**config.mk**
```make
export PLATFORM = sky130hd
export DESIGN_NAME = tamper_sec_ctrl
export DESIGN_NICKNAME = d
export VERILOG_FILES = /design/src/rtl/tamper_sm_pkg.sv /design/src/rtl/tamper_evt_bank.sv /design/src/rtl/tamper_lock_reg.sv /design/src/rtl/tamper_sec_flags.sv /design/src/rtl/tamper_sec_ctrl.sv
export SDC_FILE = /design/constraint.sdc
export NUM_CORES = 1
export LEC_CHECK = 0
export ABC_AREA = 1
export BUFFER_PORTS_ARGS = -buffer_cell sky130_fd_sc_hd__buf_4
export CAP_MARGIN = 20
export CORE_MARGIN = 1.5
export CORE_UTILIZATION = 43
export CTS_CLUSTER_DIAMETER = 200
export CTS_CLUSTER_SIZE = 25
export DETAILED_ROUTE_END_ITERATION = 6
export GPL_TIMING_DRIVEN = 0
export HOLD_SLACK_MARGIN = 0.08
export PLACE_DENSITY_LB_ADDON = 0.05
export SYNTH_ARGS = -nofsm -noshare
export SYNTH_HDL_FRONTEND = slang
export SYNTH_HIERARCHICAL = 1
export SYNTH_SLANG_ARGS = --single-unit
```
**constraint.sdc**
```tcl
create_clock -name clk -period 1.7 [get_ports clk]
set_clock_uncertainty 0.2 [all_clocks]
set_input_delay 0.51 -clock clk [delete_from_list [all_inputs] [get_ports clk]]
set_output_delay 0.51 -clock clk [all_outputs]
set_load 0.01 [all_outputs]
```
**src/rtl/tamper_sm_pkg.sv**
```systemverilog
package tamper_sm_pkg;
   localparam int NUM_EVT = 10;

   typedef enum logic [1:0] {
      SEL_CTRL = 2'd0,
      SEL_STAT = 2'd1,
      SEL_TCFG = 2'd2,
      SEL_IEN  = 2'd3
   } reg_sel_e;

   // control register bit positions
   localparam int CTL_CFG_HL  = 30;
   localparam int CTL_CFG_SL  = 29;
   localparam int CTL_FAIL_HL = 16;
   localparam int CTL_TC_EN   = 3;

   // status register flag positions
   localparam int ST_NV = 1;
   localparam int ST_SV = 0;

   // event index (enable order) to status bit position
   function automatic int evt_stat_pos(input int idx);
      return (idx >= 8) ? (idx - 6) : (idx + 16);
   endfunction
endpackage

```
**src/rtl/tamper_evt_bank.sv**
```systemverilog
module tamper_evt_bank
   import tamper_sm_pkg::*;
#(
   parameter int SYNC_STAGES = 2
) (
   input  logic               clk,
   input  logic               bat_rst_n,
   input  logic [NUM_EVT-1:0] evt_raw,
   input  logic [NUM_EVT-1:0] clr_req,
   output logic [NUM_EVT-1:0] evt_now,
   output logic [NUM_EVT-1:0] evt_stat
);
   // optional input synchronizer, chosen by parameter
   if (SYNC_STAGES == 0) begin : g_nosync
      assign evt_now = evt_raw;
   end else begin : g_sync
      logic [SYNC_STAGES-1:0][NUM_EVT-1:0] chain_q;
      always_ff @(posedge clk or negedge bat_rst_n) begin
         if (!bat_rst_n) chain_q <= '0;
         else begin
            chain_q[0] <= evt_raw;
            for (int s = 1; s < SYNC_STAGES; s++) chain_q[s] <= chain_q[s-1];
         end
      end
      assign evt_now = chain_q[SYNC_STAGES-1];
   end

   // one sticky status bit per event: set dominates write-one-to-clear
   for (genvar i = 0; i < NUM_EVT; i++) begin : g_bit
      always_ff @(posedge clk or negedge bat_rst_n) begin
         if (!bat_rst_n)      evt_stat[i] <= 1'b0;
         else if (evt_now[i]) evt_stat[i] <= 1'b1;
         else if (clr_req[i]) evt_stat[i] <= 1'b0;
      end
   end
endmodule

```
**src/rtl/tamper_lock_reg.sv**
```systemverilog
module tamper_lock_reg
   import tamper_sm_pkg::*;
#(
   parameter int REG_W = 32
) (
   input  logic             clk,
   input  logic             bat_rst_n,
   input  logic             sys_rst,
   input  logic             wr,
   input  logic [REG_W-1:0] wdata,
   output logic [REG_W-1:0] ctrl_q
);
   localparam logic [REG_W-1:0] HARD_MASK = (REG_W'(1) << CTL_CFG_HL) | (REG_W'(1) << CTL_FAIL_HL);
   localparam logic [REG_W-1:0] SOFT_MASK = REG_W'(1) << CTL_CFG_SL;
   localparam logic [REG_W-1:0] LOCK_MASK = HARD_MASK | SOFT_MASK;
   localparam logic [REG_W-1:0] TCE_MASK  = REG_W'(1) << CTL_TC_EN;

   always_ff @(posedge clk or negedge bat_rst_n) begin
      if (!bat_rst_n)   ctrl_q <= '0;
      else if (sys_rst) ctrl_q <= ctrl_q & ~SOFT_MASK;
      else if (wr)      ctrl_q <= ((ctrl_q | wdata) & LOCK_MASK) | (wdata & TCE_MASK);
   end
endmodule

```
**src/rtl/tamper_sec_flags.sv**
```systemverilog
module tamper_sec_flags (
   input  logic clk,
   input  logic bat_rst_n,
   input  logic sys_rst,
   input  logic stat_wr,
   input  logic sv_w1c,
   input  logic nv_w1c,
   input  logic sv_set,
   input  logic fail_hl,
   output logic svf_q,
   output logic nvf_q
);
   logic sv_clr_ok, nv_clr_ok, nv_enter;

   assign sv_clr_ok = stat_wr && sv_w1c && nvf_q && !fail_hl;
   assign nv_clr_ok = stat_wr && nv_w1c && !svf_q && !sv_set;
   assign nv_enter  = sys_rst && svf_q && !fail_hl;

   always_ff @(posedge clk or negedge bat_rst_n) begin
      if (!bat_rst_n)     svf_q <= 1'b0;
      else if (sv_set)    svf_q <= 1'b1;
      else if (sv_clr_ok) svf_q <= 1'b0;
   end

   always_ff @(posedge clk or negedge bat_rst_n) begin
      if (!bat_rst_n)     nvf_q <= 1'b1;
      else if (nv_enter)  nvf_q <= 1'b1;
      else if (nv_clr_ok) nvf_q <= 1'b0;
   end
endmodule

```
**src/rtl/tamper_sec_ctrl.sv**
```systemverilog
module tamper_sec_ctrl
   import tamper_sm_pkg::*;
#(
   parameter int REG_W    = 32,
   parameter int EVT_SYNC = 2
) (
   input  logic               clk,
   input  logic               bat_rst_n,
   input  logic               sys_rst,
   input  logic [NUM_EVT-1:0] evt_in,
   input  logic               wr_en,
   input  logic [1:0]         wr_sel,
   input  logic [REG_W-1:0]   wr_data,
   output logic [REG_W-1:0]   ctrl_o,
   output logic [REG_W-1:0]   status_o,
   output logic [REG_W-1:0]   tcfg_o,
   output logic [REG_W-1:0]   irq_en_o,
   output logic               sec_irq_o,
   output logic               tc_run_o
);
   if (REG_W < 32) begin : g_bad_width
      $error("tamper_sec_ctrl: REG_W must be at least 32");
   end
   if (EVT_SYNC < 0 || EVT_SYNC > 4) begin : g_bad_sync
      $error("tamper_sec_ctrl: EVT_SYNC must be 0..4");
   end

   reg_sel_e           sel;
   logic               wr_ok, ctrl_wr, stat_wr, tcfg_wr, ien_wr;
   logic [NUM_EVT-1:0] evt_now, evt_stat, evt_clr, tcfg_q;
   logic [REG_W-1:0]   ctrl_q;
   logic               ien_q, svf_q, nvf_q, evt_hit, cfg_locked;

   assign sel     = reg_sel_e'(wr_sel);
   assign wr_ok   = wr_en && !sys_rst;
   assign ctrl_wr = wr_ok && (sel == SEL_CTRL);
   assign stat_wr = wr_ok && (sel == SEL_STAT);
   assign tcfg_wr = wr_ok && (sel == SEL_TCFG);
   assign ien_wr  = wr_ok && (sel == SEL_IEN);

   for (genvar i = 0; i < NUM_EVT; i++) begin : g_clr
      localparam int P = evt_stat_pos(i);
      assign evt_clr[i] = stat_wr && wr_data[P];
   end

   tamper_evt_bank #(.SYNC_STAGES(EVT_SYNC)) evt_bank_i (
      .clk(clk), .bat_rst_n(bat_rst_n), .evt_raw(evt_in),
      .clr_req(evt_clr), .evt_now(evt_now), .evt_stat(evt_stat)
   );

   tamper_lock_reg #(.REG_W(REG_W)) lock_reg_i (
      .clk(clk), .bat_rst_n(bat_rst_n), .sys_rst(sys_rst),
      .wr(ctrl_wr), .wdata(wr_data), .ctrl_q(ctrl_q)
   );

   assign evt_hit    = |((evt_stat | evt_now) & tcfg_q);
   assign cfg_locked = (|evt_stat) && (ctrl_q[CTL_CFG_HL] || ctrl_q[CTL_CFG_SL]);

   tamper_sec_flags flags_i (
      .clk(clk), .bat_rst_n(bat_rst_n), .sys_rst(sys_rst),
      .stat_wr(stat_wr), .sv_w1c(wr_data[ST_SV]), .nv_w1c(wr_data[ST_NV]),
      .sv_set(evt_hit), .fail_hl(ctrl_q[CTL_FAIL_HL]),
      .svf_q(svf_q), .nvf_q(nvf_q)
   );

   always_ff @(posedge clk or negedge bat_rst_n) begin
      if (!bat_rst_n)                 tcfg_q <= '0;
      else if (tcfg_wr && !cfg_locked) tcfg_q <= wr_data[NUM_EVT-1:0];
   end

   always_ff @(posedge clk or negedge bat_rst_n) begin
      if (!bat_rst_n)  ien_q <= 1'b0;
      else if (ien_wr) ien_q <= wr_data[0];
   end

   always_comb begin
      status_o = '0;
      for (int i = 0; i < NUM_EVT; i++) status_o[evt_stat_pos(i)] = evt_stat[i];
      status_o[ST_NV] = nvf_q;
      status_o[ST_SV] = svf_q;
   end

   assign ctrl_o    = ctrl_q;
   assign tcfg_o    = REG_W'(tcfg_q);
   assign irq_en_o  = REG_W'(ien_q);
   assign sec_irq_o = svf_q && ien_q;
   assign tc_run_o  = ctrl_q[CTL_TC_EN] && !svf_q && !nvf_q;
endmodule

```
# == Yosys cells after proc, flatten, opt, wreduce, memory -nomap -nowiden ==
# Cells that the tools add are included.
# totals
out_inout_bits,130
regBits,74
inputBits,48
elab_cells,104
# op_classes
n_eq_ne,3
mux,26
n_bitwise,5
reduce_logical,52
# ops
cell,n
$mux 30,2
$or 31x31->31,1
$or 31x4->31,1
$logic_and 1x1->1,28
$reduce_bool 2->1,13
$mux 1,24
$reduce_or 10->1,2
$and 10x10->10,1
$or 10x10->10,1
$logic_not 1->1,6
$eq 2x2->1 const B,2
$eq 2x1->1 const B,1
$logic_not 2->1,1
$reduce_and 2->1,1
$logic_or 1x1->1,1
$not 1->1,1

# == Logic depth before layout (Yosys ltp) ==
# Gate-level depths: netlist of run 1.
# depth
depth_word,8
depth_mapped,10
mapped_depth_nobuf,9

# == Modules after synthesis ==
# The synthesis of run 1 kept the hierarchy.
# by_module_without_submodules
mod,seq_area_each_um2,area_per_inst_um2,instances,cells_per_inst
tamper_sec_ctrl,275.3,1296.2,1,182
tamper_evt_bank,750.7,975.9,1,80
tamper_lock_reg,100.1,371.6,1,47
tamper_sec_flags,51.3,113.9,1,17

# == Least setup slack after synthesis of run 1 ==
# OpenSTA, ideal clock, no wires.
# synth_path
path_kind,input to register
start,in wr_en
end,reg lock_reg_i.ctrl_q[3]
setup_slack_ns,0.187
arrival_time_ns,1.197
t_required_ns,1.383
setup_ns,0.117
stages,7
n_path_buf,0
path_cell_list,inv_1 > nor2_4 > inv_2 > nor3_1 > nand2_1 > nand2_1 > nand2_1
# synth_between
elab_chain_len,3
# synth_rtl
item,line,source
from (decl),tamper_sec_ctrl.sv:11,"input logic wr_en,"
$logic_and 1x1->1,tamper_sec_ctrl.sv:35,assign wr_ok = wr_en && !sys_rst;
$logic_and 1x1->1,tamper_sec_ctrl.sv:36,assign ctrl_wr = wr_ok && (sel == SEL_CTRL);
via ctrl_wr,tamper_sec_ctrl.sv:29,"logic wr_ok, ctrl_wr, stat_wr, tcfg_wr, ien_wr;"
$reduce_and 2->1 (no line),--,
to (signal assigned),tamper_lock_reg.sv:20,else if (sys_rst) ctrl_q <= ctrl_q & ~SOFT_MASK;
to (signal assigned),tamper_lock_reg.sv:21,else if (wr) ctrl_q <= ((ctrl_q | wdata) & LOCK_MASK) | (wdata & TCE_MASK);
to (decl),tamper_lock_reg.sv:11,output logic [REG_W-1:0] ctrl_q
# The timed path passes the listed nets, and every way through them passes these cells.
# A chain may end at the register's enable or synchronous reset.

# == Final worst setup path of run 1 ==
# layout_path
start,reg flags_i.nvf_q
end,out tc_run_o
# layout_between
elab_chain_len,2
# layout_rtl
item,line,source
from (decl),tamper_sec_flags.sv:11,output logic nvf_q
from (signal assigned),tamper_sec_flags.sv:26,if (!bat_rst_n) nvf_q <= 1'b1;
from (signal assigned),tamper_sec_flags.sv:27,else if (nv_enter) nvf_q <= 1'b1;
from (signal assigned),tamper_sec_flags.sv:28,else if (nv_clr_ok) nvf_q <= 1'b0;
$logic_not 1->1,tamper_sec_ctrl.sv:87,assign tc_run_o = ctrl_q[CTL_TC_EN] && !svf_q && !nvf_q;
$logic_and 1x1->1,tamper_sec_ctrl.sv:87,
to (decl),tamper_sec_ctrl.sv:19,output logic tc_run_o
# No other way between the ends.

==> run_results.csv, run 1 <==
group,metric,value,unit
run_status,outcome,"finished with violations",
run_status,violations,"negative setup slack",
yosys,yosysSeqAreaShare,0.427,
clock_network,clk_pin_slew,0.09,ns
yosys,synth_edf_count,0,
worst_setup_path,path_cells,"nor3b_2, buf_4",
worst_setup_path,path_depth,2,
timing,fin_crit,1.77,ns
floorplanning,die-area,6900,sq um
yosys,post_synth_and_or_nand_nor_area_fraction,0.164,
detailed_routing,first_pass_iters,4,
detailed_routing,viasPerCell,3.58,
yosys,synth_area_leaders,"dfrtp_1 (42%), buf_4 (31%), nand2_1 (8.2%), inv_1 (5.4%), nand3_1 (3.4%)",
yosys,synth_top_area_cell,"dfrtp_1",
final_layout,fin_cells,575,
grt,grt_max_degree,48,
pwr,power_density,615,nW/um^2
detailed_routing,drc,0,
yosys,async_flop_share,1.00,
yosys,syn_area_per_cell,8.46,sq um
final_layout,syn2layout_area_growth,39.8,%
floorplanning,start_util,0.455,
timing,fmax,565,MHz
pwr,p_total,2.37,mW
placed_design,port_buffers,64,
placed_design,dp_cells,564,
final_layout,finalNetCount,547,
grt,grtUsageTotal,0.149,
yosys,ys_warn_count,6,
timing,timing.slew.headroom,0.613,
clock_network,insertion_delay,0.29,ns
worst_setup_path,critical_path.slowest_cell,"dfstp_2",
yosys,synthDistinctLibCells,23,
grt,antenna_found_initial,0,
clock_network,htreeDepth,2,
timing,hold_ws,0.112,ns
detailed_routing,drtIter0Drc,42,
worst_setup_path,regToRegStartpoint,"evt_bank_i/evt_stat[4]",
final_layout,regArea,1180,sq um
worst_setup_path,worstSetupStartpointType,"flip-flop",
grt,grt_pass1_wl,8.35,mm
clock_network,cts.sink_count,47,
yosys,synth_cells,326,
final_layout,multi_input_area,908,sq um
worst_setup_path,crit_path_max_fanout,4,
worst_setup_path,r2r-end,"tcfg_q[8]",
timing,tightestPinTransition,0.580,ns
job,maxCapViolCount,0,
pwr,max-vdd-ir-drop,0.533,mV
yosys,yosys.area_share.xor_xnor,0,
worst_setup_path,critPathArrivalTime,1.06,ns
worst_setup_path,crit_family,"flip-flops",
yosys,synthTopCellsByCount,"buf_4 (114), nand2_1 (60), dfrtp_1 (46), inv_1 (40), nand3_1 (19)",
yosys,synth.area.mux_share,0,
timing,setup_viol,2,
yosys,yosys.area.top_type_share,0.417,
detailed_routing,wl,5.17,mm
floorplanning,pin_count,178,
timing,finalCritPeriodShare,1.04,
yosys,synth_area,2760,sq um
grt,globalRouteOverflowTotal,0,
yosys,synth_compound_area_frac,0.0259,
clock_network,cts_buffers,5,
floorplanning,coreArea,6060,sq um
final_layout,insertedDiodeCount,0,
clock_network,cts_root_buffer,"clkbuf_8",
floorplanning,rows,28,
worst_setup_path,ff2ff_path_depth,6,
floorplanning,die_h,83.1,um
worst_setup_path,endpoint_kind,"primary output",
yosys,synth_most_common_cell,"buf_4",
detailed_routing,ant_nets,0,
clock_network,cts_buffer_depth,2,
detailed_routing,num_vias,2061,
timing,finalHoldViolCount,0,
yosys,synth_top_family_by_area,"buffers and inverters",
grt,grt_pass1_vias,1892,
worst_setup_path,worstSetupPathType,"reg2out",
worst_hold_path,min_path_type,"in2reg",
detailed_routing,wl_per_cell,8.99,um
timing,slew_viol_final,0,
yosys,synth-main-ff-cell,"dfrtp_1",
placed_design,dp_hpwl,4.18,mm
timing,rsz0062_at_grt,"yes",
worst_setup_path,cpPeakStageDelay,0.58,ns
yosys,yosys.area_share.adder,0,
placed_design,globalplace.congestion,0.744,
worst_setup_path,r2r_setup_slack,0.13,ns
timing,final.setup.worst_slack,-0.0696,ns
floorplanning,die-width,83.1,um
worst_setup_path,critPathCapture,"tc_run_o",
worst_setup_path,cp.buffers_inverters,1,
worst_setup_path,required,0.99,ns
yosys,ys_ff_latch,47,
final_layout,drive_gt1_frac,0.404,
final_layout,fillCellCount,559,
timing,setup_tns,-0.136,ns
worst_setup_path,crit_path_start,"flags_i/nvf_q",
clock_network,cts_tree,"yes",
pwr,power.leakage,2.36,nW
[cells in the final DEF, fill, tap and decap left out, types with 2 or more instances in the layout]
cell type,n
buf_6,7
conb_1,101
buf_4,174
nand3_1,19
clkbuf_8,6
o21a_1,2
nor2_1,18
dfrtp_1,45
inv_2,3
o21ai_0,5
inv_1,40
nor3_1,2
nand2_1,60
o21ai_1,4
[registers in the layout, indices dropped and copies added (netlist names)]
signal                     count
evt_bank_i/g_sync.chain_q     10
evt_bank_i/evt_now            10
flags_i/nvf_q                  1
evt_bank_i/evt_stat           10
ien_q                          1
lock_reg_i/ctrl_q              4
tcfg_q                        10
flags_i/svf_q                  1
[logic make-up (layout without fill, tap and decap cells)]
| kind of cell | after synthesis | count (layout) |
|---|---|---|
| AO/OA/AOI/OAI | 12 | 12 |
| buffers and inverters | 160 | 235 |
| other | 2 | 101 |
| flip-flops | 47 | 47 |
| AND/OR/NAND/NOR | 105 | 105 |
[metal layers]
| metal | part of all wire | global-route usage | routed length, um |
|---|---|---|---|
| met1 | 0.36 | 0.156 | 1890 |
| met2 | 0.53 | 0.283 | 2760 |
| met5 | 0 | 0 | 0 |
| met4 | 0.0070 | 0.0424 | 36 |
| met3 | 0.095 | 0.0467 | 491 |
[where the power goes]
group / internal [mW] / leakage, nW / switching (mW)
Sequential: 1.16 / 0.538 / 0.0211
Combinational: 0.274 / 1.77 / 0.223
Clock: 0.332 / 0.0474 / 0.366
[worst min-delay path by stage]
stage                                  from  cells past startpoint                           end  slack [ns]
3_3_place_gp   evt_bank_i/g_sync.chain_q[8]                      0         evt_bank_i/evt_now[8]        0.13
2_1_floorplan                     bat_rst_n                      0         evt_bank_i/evt_now[0]        0.01
4_1_cts                           evt_in[2]                      1  evt_bank_i/g_sync.chain_q[2]        0.11
5_1_grt                           evt_in[2]                      1  evt_bank_i/g_sync.chain_q[2]        0.09
3_5_place_dp   evt_bank_i/g_sync.chain_q[4]                      0         evt_bank_i/evt_now[4]        0.13
6_report                          evt_in[2]                      1  evt_bank_i/g_sync.chain_q[2]        0.11
[layout make-up]
class / count / area share
timing repair buffer: 67 / 0.135
tap: 75 / 0.0243
clock buffer: 6 / 0.0214
inverter: 43 / 0.0419
sequential: 47 / 0.306
clock inverter: 2 / 0.00422
buffer: 117 / 0.232
multi-input combinational: 218 / 0.236
[metrics by stage]
stage / setup slack [ns] / instance area (sq um) / utilization
floorplan: 0.187 / 3130 / -
CTS: -0.0827 / 3840 / 0.634
global placement: -0.0436 / 3700 / 0.611
global route: -0.115 / 3860 / 0.636
detailed placement: -0.0668 / 3700 / 0.611
finish: -0.0696 / 3860 / 0.636
[worst register-to-register path, stage by stage, from the launching register on]
cell	delay, ns
dfrtp_1	0.42
nor2_1	0.15
nand3_1	0.13
o21bai_2	0.20
nand2_2	0.20
nand2_1	0.11
nand2_1	0.05
[timing repair]
action / CTS / global route
gates resized for setup: 6 / 5
pin swaps: 1 / 1
hold endpoints to repair: 46 / 0
setup endpoints to repair: 4 / 6
hold buffers: 1 / 0
setup buffers: 1 / 1
(Power assumes the default switching activity.)
==> run 2: changes to the inputs <==
CORE_ASPECT_RATIO = 1.1   (was default)
==> run 2 against run 1 <==
The run still ends with negative setup slack left; wire length up 0.97%; global-route usage rose by 0.33 points; clock power shrank 6.4%; non-clock buffer count unchanged; sequential power about the same; largest cell class unchanged; largest power group unchanged; highest routed layer unchanged.
==> run_results.csv, run 2 (synthesis gave the netlist of run 1 again) <==
group,metric,value,unit
clock_network,insertion_delay,0.30,ns
grt,grt_pass1_wl,8.02,mm
floorplanning,pin_count,178,
timing,setup_tns,-0.114,ns
timing,final.setup.worst_slack,-0.0593,ns
timing,setup_viol,2,
grt,antenna_found_initial,0,
clock_network,cts_buffer_depth,2,
pwr,power_density,603,nW/um^2
grt,globalRouteOverflowTotal,0,
worst_hold_path,min_path_type,"in2reg",
placed_design,dp_hpwl,4.21,mm
worst_setup_path,cp.buffers_inverters,1,
grt,grtUsageTotal,0.152,
final_layout,fillCellCount,582,
worst_setup_path,crit_path_max_fanout,3,
final_layout,fin_cells,580,
timing,fin_crit,1.76,ns
worst_setup_path,path_depth,2,
placed_design,globalplace.congestion,0.803,
final_layout,drive_gt1_frac,0.404,
timing,hold_ws,0.106,ns
worst_setup_path,critical_path.slowest_cell,"dfstp_2",
worst_setup_path,worstSetupStartpointType,"flip-flop",
pwr,power.leakage,2.35,nW
final_layout,regArea,1180,sq um
job,maxCapViolCount,0,
grt,grt_max_degree,48,
final_layout,finalNetCount,547,
run_status,outcome,"finished with violations",
placed_design,place_area,3710,sq um
detailed_routing,ant_nets,0,
floorplanning,die-width,79.4,um
worst_setup_path,worstSetupPathType,"reg2out",
detailed_routing,drtIter0Drc,54,
final_layout,layout_commonest_cell,"buf_4",
floorplanning,die-area,6900,sq um
timing,tightestPinTransition,0.580,ns
floorplanning,start_util,0.445,
final_layout,insertedDiodeCount,0,
clock_network,cts_buffers,5,
floorplanning,die_h,87.0,um
clock_network,cts.sink_count,47,
detailed_routing,viasPerCell,3.58,
timing,slew_viol_final,0,
floorplanning,coreArea,6190,sq um
clock_network,clk_pin_slew,0.09,ns
timing,finalCritPeriodShare,1.03,
final_layout,design_area,3850,sq um
grt,grt_pass1_vias,1802,
worst_setup_path,required,0.99,ns
worst_hold_path,hold_path_depth,1,
worst_setup_path,ff2ff_path_depth,9,
timing,rsz0062_at_grt,"yes",
worst_setup_path,critPathArrivalTime,1.05,ns
worst_setup_path,endpoint_kind,"primary output",
clock_network,cts_root_buffer,"clkbuf_8",
clock_network,cts_tree,"yes",
placed_design,port_buffers,64,
final_layout,layout_common_cells,"buf_4 (175), conb_1 (101), nand2_1 (60)",
floorplanning,rows,30,
timing,timing.slew.headroom,0.613,
worst_setup_path,cpPeakStageDelay,0.57,ns
worst_setup_path,crit_family,"flip-flops",
detailed_routing,drc,0,
run_status,violations,"negative setup slack",
pwr,max-vdd-ir-drop,0.537,mV
final_layout,multi_input_area,913,sq um
placed_design,dp_cells,569,
timing,finalHoldViolCount,0,
detailed_routing,num_vias,2074,
detailed_routing,wl_per_cell,9.00,um
clock_network,htreeDepth,2,
final_layout,syn2layout_area_growth,39.6,%
worst_setup_path,path_cells,"nor3b_2, buf_4",
detailed_routing,first_pass_iters,4,
detailed_routing,wl,5.22,mm
timing,fmax,568,MHz
==> run 2: cell counts in the layout (fill, tap and decap cells not counted) <==
No cell type changed its count.
==> run 2: per-stage QoR <==
step / total power [mW] / utilization / setup WS (ns)
2_1_floorplan: 1.54 / - / 0.187
3_3_place_gp: 1.67 / 0.599 / -0.0426
3_5_place_dp: 1.68 / 0.599 / -0.0670
4_1_cts: 2.34 / 0.619 / -0.0703
5_1_grt: 2.44 / 0.622 / -0.118
6_report: 2.32 / 0.622 / -0.0593
==> run 2: path summary, 6_finish.rpt <==
check	from	slack, ns	to
hold / removal	evt_in[6]	0.11	evt_bank_i/g_sync.chain_q[6]
hold reg to reg	evt_bank_i/g_sync.chain_q[9]	0.15	evt_bank_i/evt_now[9]
min in group asynchronous	bat_rst_n	0.55	evt_bank_i/g_sync.chain_q[7]
setup / recovery	flags_i/nvf_q	-0.06	tc_run_o
setup reg to reg	evt_bank_i/evt_now[3]	0.17	flags_i/nvf_q
max in group asynchronous	bat_rst_n	0.32	flags_i/svf_q
==> run 2: worst reg2reg max path: stages (launching register included) <==
cell,delay (ns)
dfrtp_1,0.39
buf_4,0.13
o21ai_0,0.15
nand3_1,0.11
nor3_2,0.12
nand3_1,0.12
nor2_1,0.10
nand2_1,0.06
nand2_1,0.05
nand2_1,0.04
==> run 2: timing repair <==
item	CTS	global route
setup buffers	2	0
pin swaps	2	2
cloned	0	0
resized for setup	3	10
setup endpoints to repair	4	6
hold endpoints to repair	46	0
hold buffers	1	0
==> run 2: layer usage <==
layer,track usage,up-vias,share of wire
met5,0,-,0
met4,0.0590,0,0.011
met3,0.0534,5,0.11
met2,0.268,99,0.52
met1,0.168,864,0.36
li1,-,1106,-
==> run 2: area by class of cell <==
| class | count | share of cell area |
|---|---|---|
| Tap cell | 80 | 0.0260 |
| Buffer | 117 | 0.231 |
| Timing Repair Buffer | 67 | 0.135 |
| Inverter | 43 | 0.0419 |
| Clock inverter | 2 | 0.00325 |
| Clock buffer | 6 | 0.0188 |
| Sequential cell | 47 | 0.306 |
| Multi-Input combinational cell | 218 | 0.237 |
==> run 2: report_power, final <==
| part | leakage, nW | internal, mW | switching [mW] | total [mW] |
|---|---|---|---|---|
| logic | 1.77 | 0.268 | 0.223 | 0.491 |
| clock network | 0.0412 | 0.288 | 0.365 | 0.653 |
| registers | 0.538 | 1.16 | 0.0223 | 1.18 |
==> run 3: changes to the inputs <==
--- a/config.mk
+++ b/config.mk
@@ -11,5 +11,5 @@
 export CORE_ASPECT_RATIO = 1.1
 export CORE_MARGIN = 1.5
-export CORE_UTILIZATION = 43
+export CORE_UTILIZATION = 35
 export CTS_CLUSTER_DIAMETER = 200
 export CTS_CLUSTER_SIZE = 25
==> constraint.sdc (replaced) <==
create_clock -name clk -period 1.7 [get_ports clk]
set_clock_uncertainty 0.2 [all_clocks]
set_input_delay 0.51 -clock clk [delete_from_list [all_inputs] [get_ports clk]]
set_output_delay 0.51 -clock clk [all_outputs]
set_load 0.005 [all_outputs]
==> run 3 against run 2 <==
Total power grew 11%; hold slack gained 0.0061 ns; first-iteration DRC count fell by 13%; the flow still finishes with violations (negative setup slack); flip-flop and latch count unchanged; fmax decreased by 0.11%; combinational power decreased by 12%; core utilization shrank 10 points.
==> run_results.csv, run 3 (synthesis gave the netlist of run 1 again) <==
group,metric,value,unit
run_status,outcome,"finished with violations",
run_status,violations,"negative setup slack",
pwr,clkPwrFrac,0.374,
worst_setup_path,path_cells,"nor3b_2, buf_4",
pwr,power.leakage,2.38,nW
detailed_routing,drc,0,
pwr,power_density,655,nW/um^2
clock_network,cts_root_buffer,"clkbuf_8",
detailed_routing,ant_nets,0,
clock_network,htreeDepth,2,
timing,setup_tns,-0.138,ns
placed_design,port_buffers,64,
timing,fin_crit,1.76,ns
grt,grt_pass1_vias,1695,
detailed_routing,wl,5.44,mm
final_layout,design_area,3930,sq um
detailed_routing,viasPerCell,3.43,
worst_setup_path,crit_path_max_fanout,3,
floorplanning,rows,33,
placed_design,pre_cts_ws,-0.0605,ns
placed_design,dp_hpwl,4.37,mm
final_layout,layout_commonest_cell,"buf_4",
worst_setup_path,cpPeakStageDelay,0.57,ns
final_layout,syn2layout_area_growth,42.5,%
pwr,p_sw_frac,0.219,
timing,finalCritPeriodShare,1.04,
detailed_routing,drtIter0Drc,47,
floorplanning,die_h,96.1,um
timing,slew_viol_final,0,
floorplanning,start_util,0.365,
grt,grt_max_degree,48,
detailed_routing,wl_met2,2.76,mm
detailed_routing,first_pass_iters,4,
grt,grt_pass1_wl,8.15,mm
detailed_routing,wl_per_cell,8.98,um
worst_hold_path,min_path_type,"in2reg",
worst_setup_path,worstSetupPathType,"reg2out",
timing,tightestPinTransition,0.593,ns
detailed_routing,top_layer,"met4",
timing,rsz0062_at_grt,"yes",
worst_setup_path,critical_path.slowest_cell,"dfstp_2",
placed_design,dp_cells,594,
floorplanning,die-width,87.6,um
worst_setup_path,crit_family,"flip-flops",
timing,setup_viol,3,
clock_network,clk_pin_slew,0.09,ns
floorplanning,die-area,8420,sq um
final_layout,fillCellCount,764,
clock_network,cts.sink_count,47,
final_layout,layout_common_cells,"buf_4 (178), conb_1 (101), nand2_1 (60)",
clock_network,cts_tree,"yes",
worst_setup_path,endpoint_kind,"primary output",
grt,antenna_found_initial,0,
pwr,max-vdd-ir-drop,0.510,mV
pwr,intPower,2.01,mW
timing,fmax,568,MHz
floorplanning,pin_count,178,
worst_setup_path,required,0.99,ns
worst_setup_path,critPathArrivalTime,1.05,ns
timing,finalHoldViolCount,0,
worst_setup_path,worstSetupStartpointType,"flip-flop",
floorplanning,coreArea,7560,sq um
pwr,p_comb_frac,0.168,
placed_design,globalplace.congestion,0.753,
grt,globalRouteOverflowTotal,0,
detailed_routing,met3_length,439,um
grt,grtUsageTotal,0.128,
clock_network,cts_buffers,5,
clock_network,insertion_delay,0.30,ns
timing,timing.slew.headroom,0.605,
final_layout,finalNetCount,548,
final_layout,insertedDiodeCount,0,
worst_setup_path,cp.buffers_inverters,1,
job,maxCapViolCount,0,
final_layout,drive_gt1_frac,0.405,
placed_design,place_area,3740,sq um
pwr,switchingPower,562,uW
final_layout,fin_cells,606,
timing,final.setup.worst_slack,-0.0612,ns
detailed_routing,met1_length,2.17,mm
clock_network,cts_buffer_depth,2,
detailed_routing,num_vias,2078,
pwr,power.share.sequential,0.458,
## run 3: power groups by stage
stage	clock (mW)	sequential, mW	combinational (mW)
floorplan	0	1.20	0.284
global placement	0	1.20	0.414
detailed placement	0	1.20	0.414
CTS	0.999	1.18	0.420
global route	1.02	1.18	0.486
finish	0.961	1.18	0.433
## run 3: layer usage
| layer | global-route usage | vias to the layer above |
|---|---|---|
| li1 | - | 1104 |
| met1 | 0.148 | 873 |
| met2 | 0.227 | 94 |
| met3 | 0.0317 | 7 |
| met4 | 0.0476 | 0 |
| met5 | 0 | - |
## run 3: repair_timing
item                                   CTS  global route
resized for setup                        5             3
gates cloned                             0             0
endpoints found under the hold margin   46             0
buffers inserted                         2             1
hold buffers                             1             0
setup endpoints to repair                4             7
pin swaps                                1             2
## run 3: worst paths after layout
path / startpoint / endpoint / slack (ns) / depth (start not counted)
setup / recovery: flags_i/nvf_q / tc_run_o / -0.06 / 2
hold / removal: evt_in[1] / evt_bank_i/g_sync.chain_q[1] / 0.11 / 1
setup reg to reg: evt_bank_i/evt_now[9] / flags_i/nvf_q / 0.12 / 9
hold reg to reg: evt_bank_i/g_sync.chain_q[9] / evt_bank_i/evt_now[9] / 0.15 / 0
max in group asynchronous: bat_rst_n / flags_i/svf_q / 0.31 / 2
min in group asynchronous: bat_rst_n / evt_bank_i/g_sync.chain_q[0] / 0.55 / 2
## run 3: worst register-to-register path, cell delays in order (launching register included)
cell,delay [ns]
dfrtp_1,0.38
buf_4,0.12
o21ai_0,0.16
nand2_1,0.11
nor3_2,0.15
nand3_1,0.12
nor2_1,0.12
nand2_1,0.06
nand2_1,0.05
nand2_1,0.04
## run 3: final cells by class
class / instances / area (sq um) / share of cell area
clock inverter: 2 / 60.1 / 0.0153
multi-input combinational: 218 / 913 / 0.232
buffer: 117 / 891 / 0.227
tap: 105 / 131 / 0.0334
clock buffer: 6 / 72.6 / 0.0185
sequential: 47 / 1180 / 0.300
inverter: 43 / 161 / 0.0411
timing repair buffer: 68 / 520 / 0.132
## run 3: per-stage QoR
stage | power, mW | hold slack (ns) | util
detailed placement | 1.61 | 0.135 | 0.495
global route | 2.69 | 0.0886 | 0.520
CTS | 2.60 | 0.0975 | 0.518
global placement | 1.61 | 0.132 | 0.495
floorplan | 1.48 | 0.0144 | -
finish | 2.57 | 0.112 | 0.520
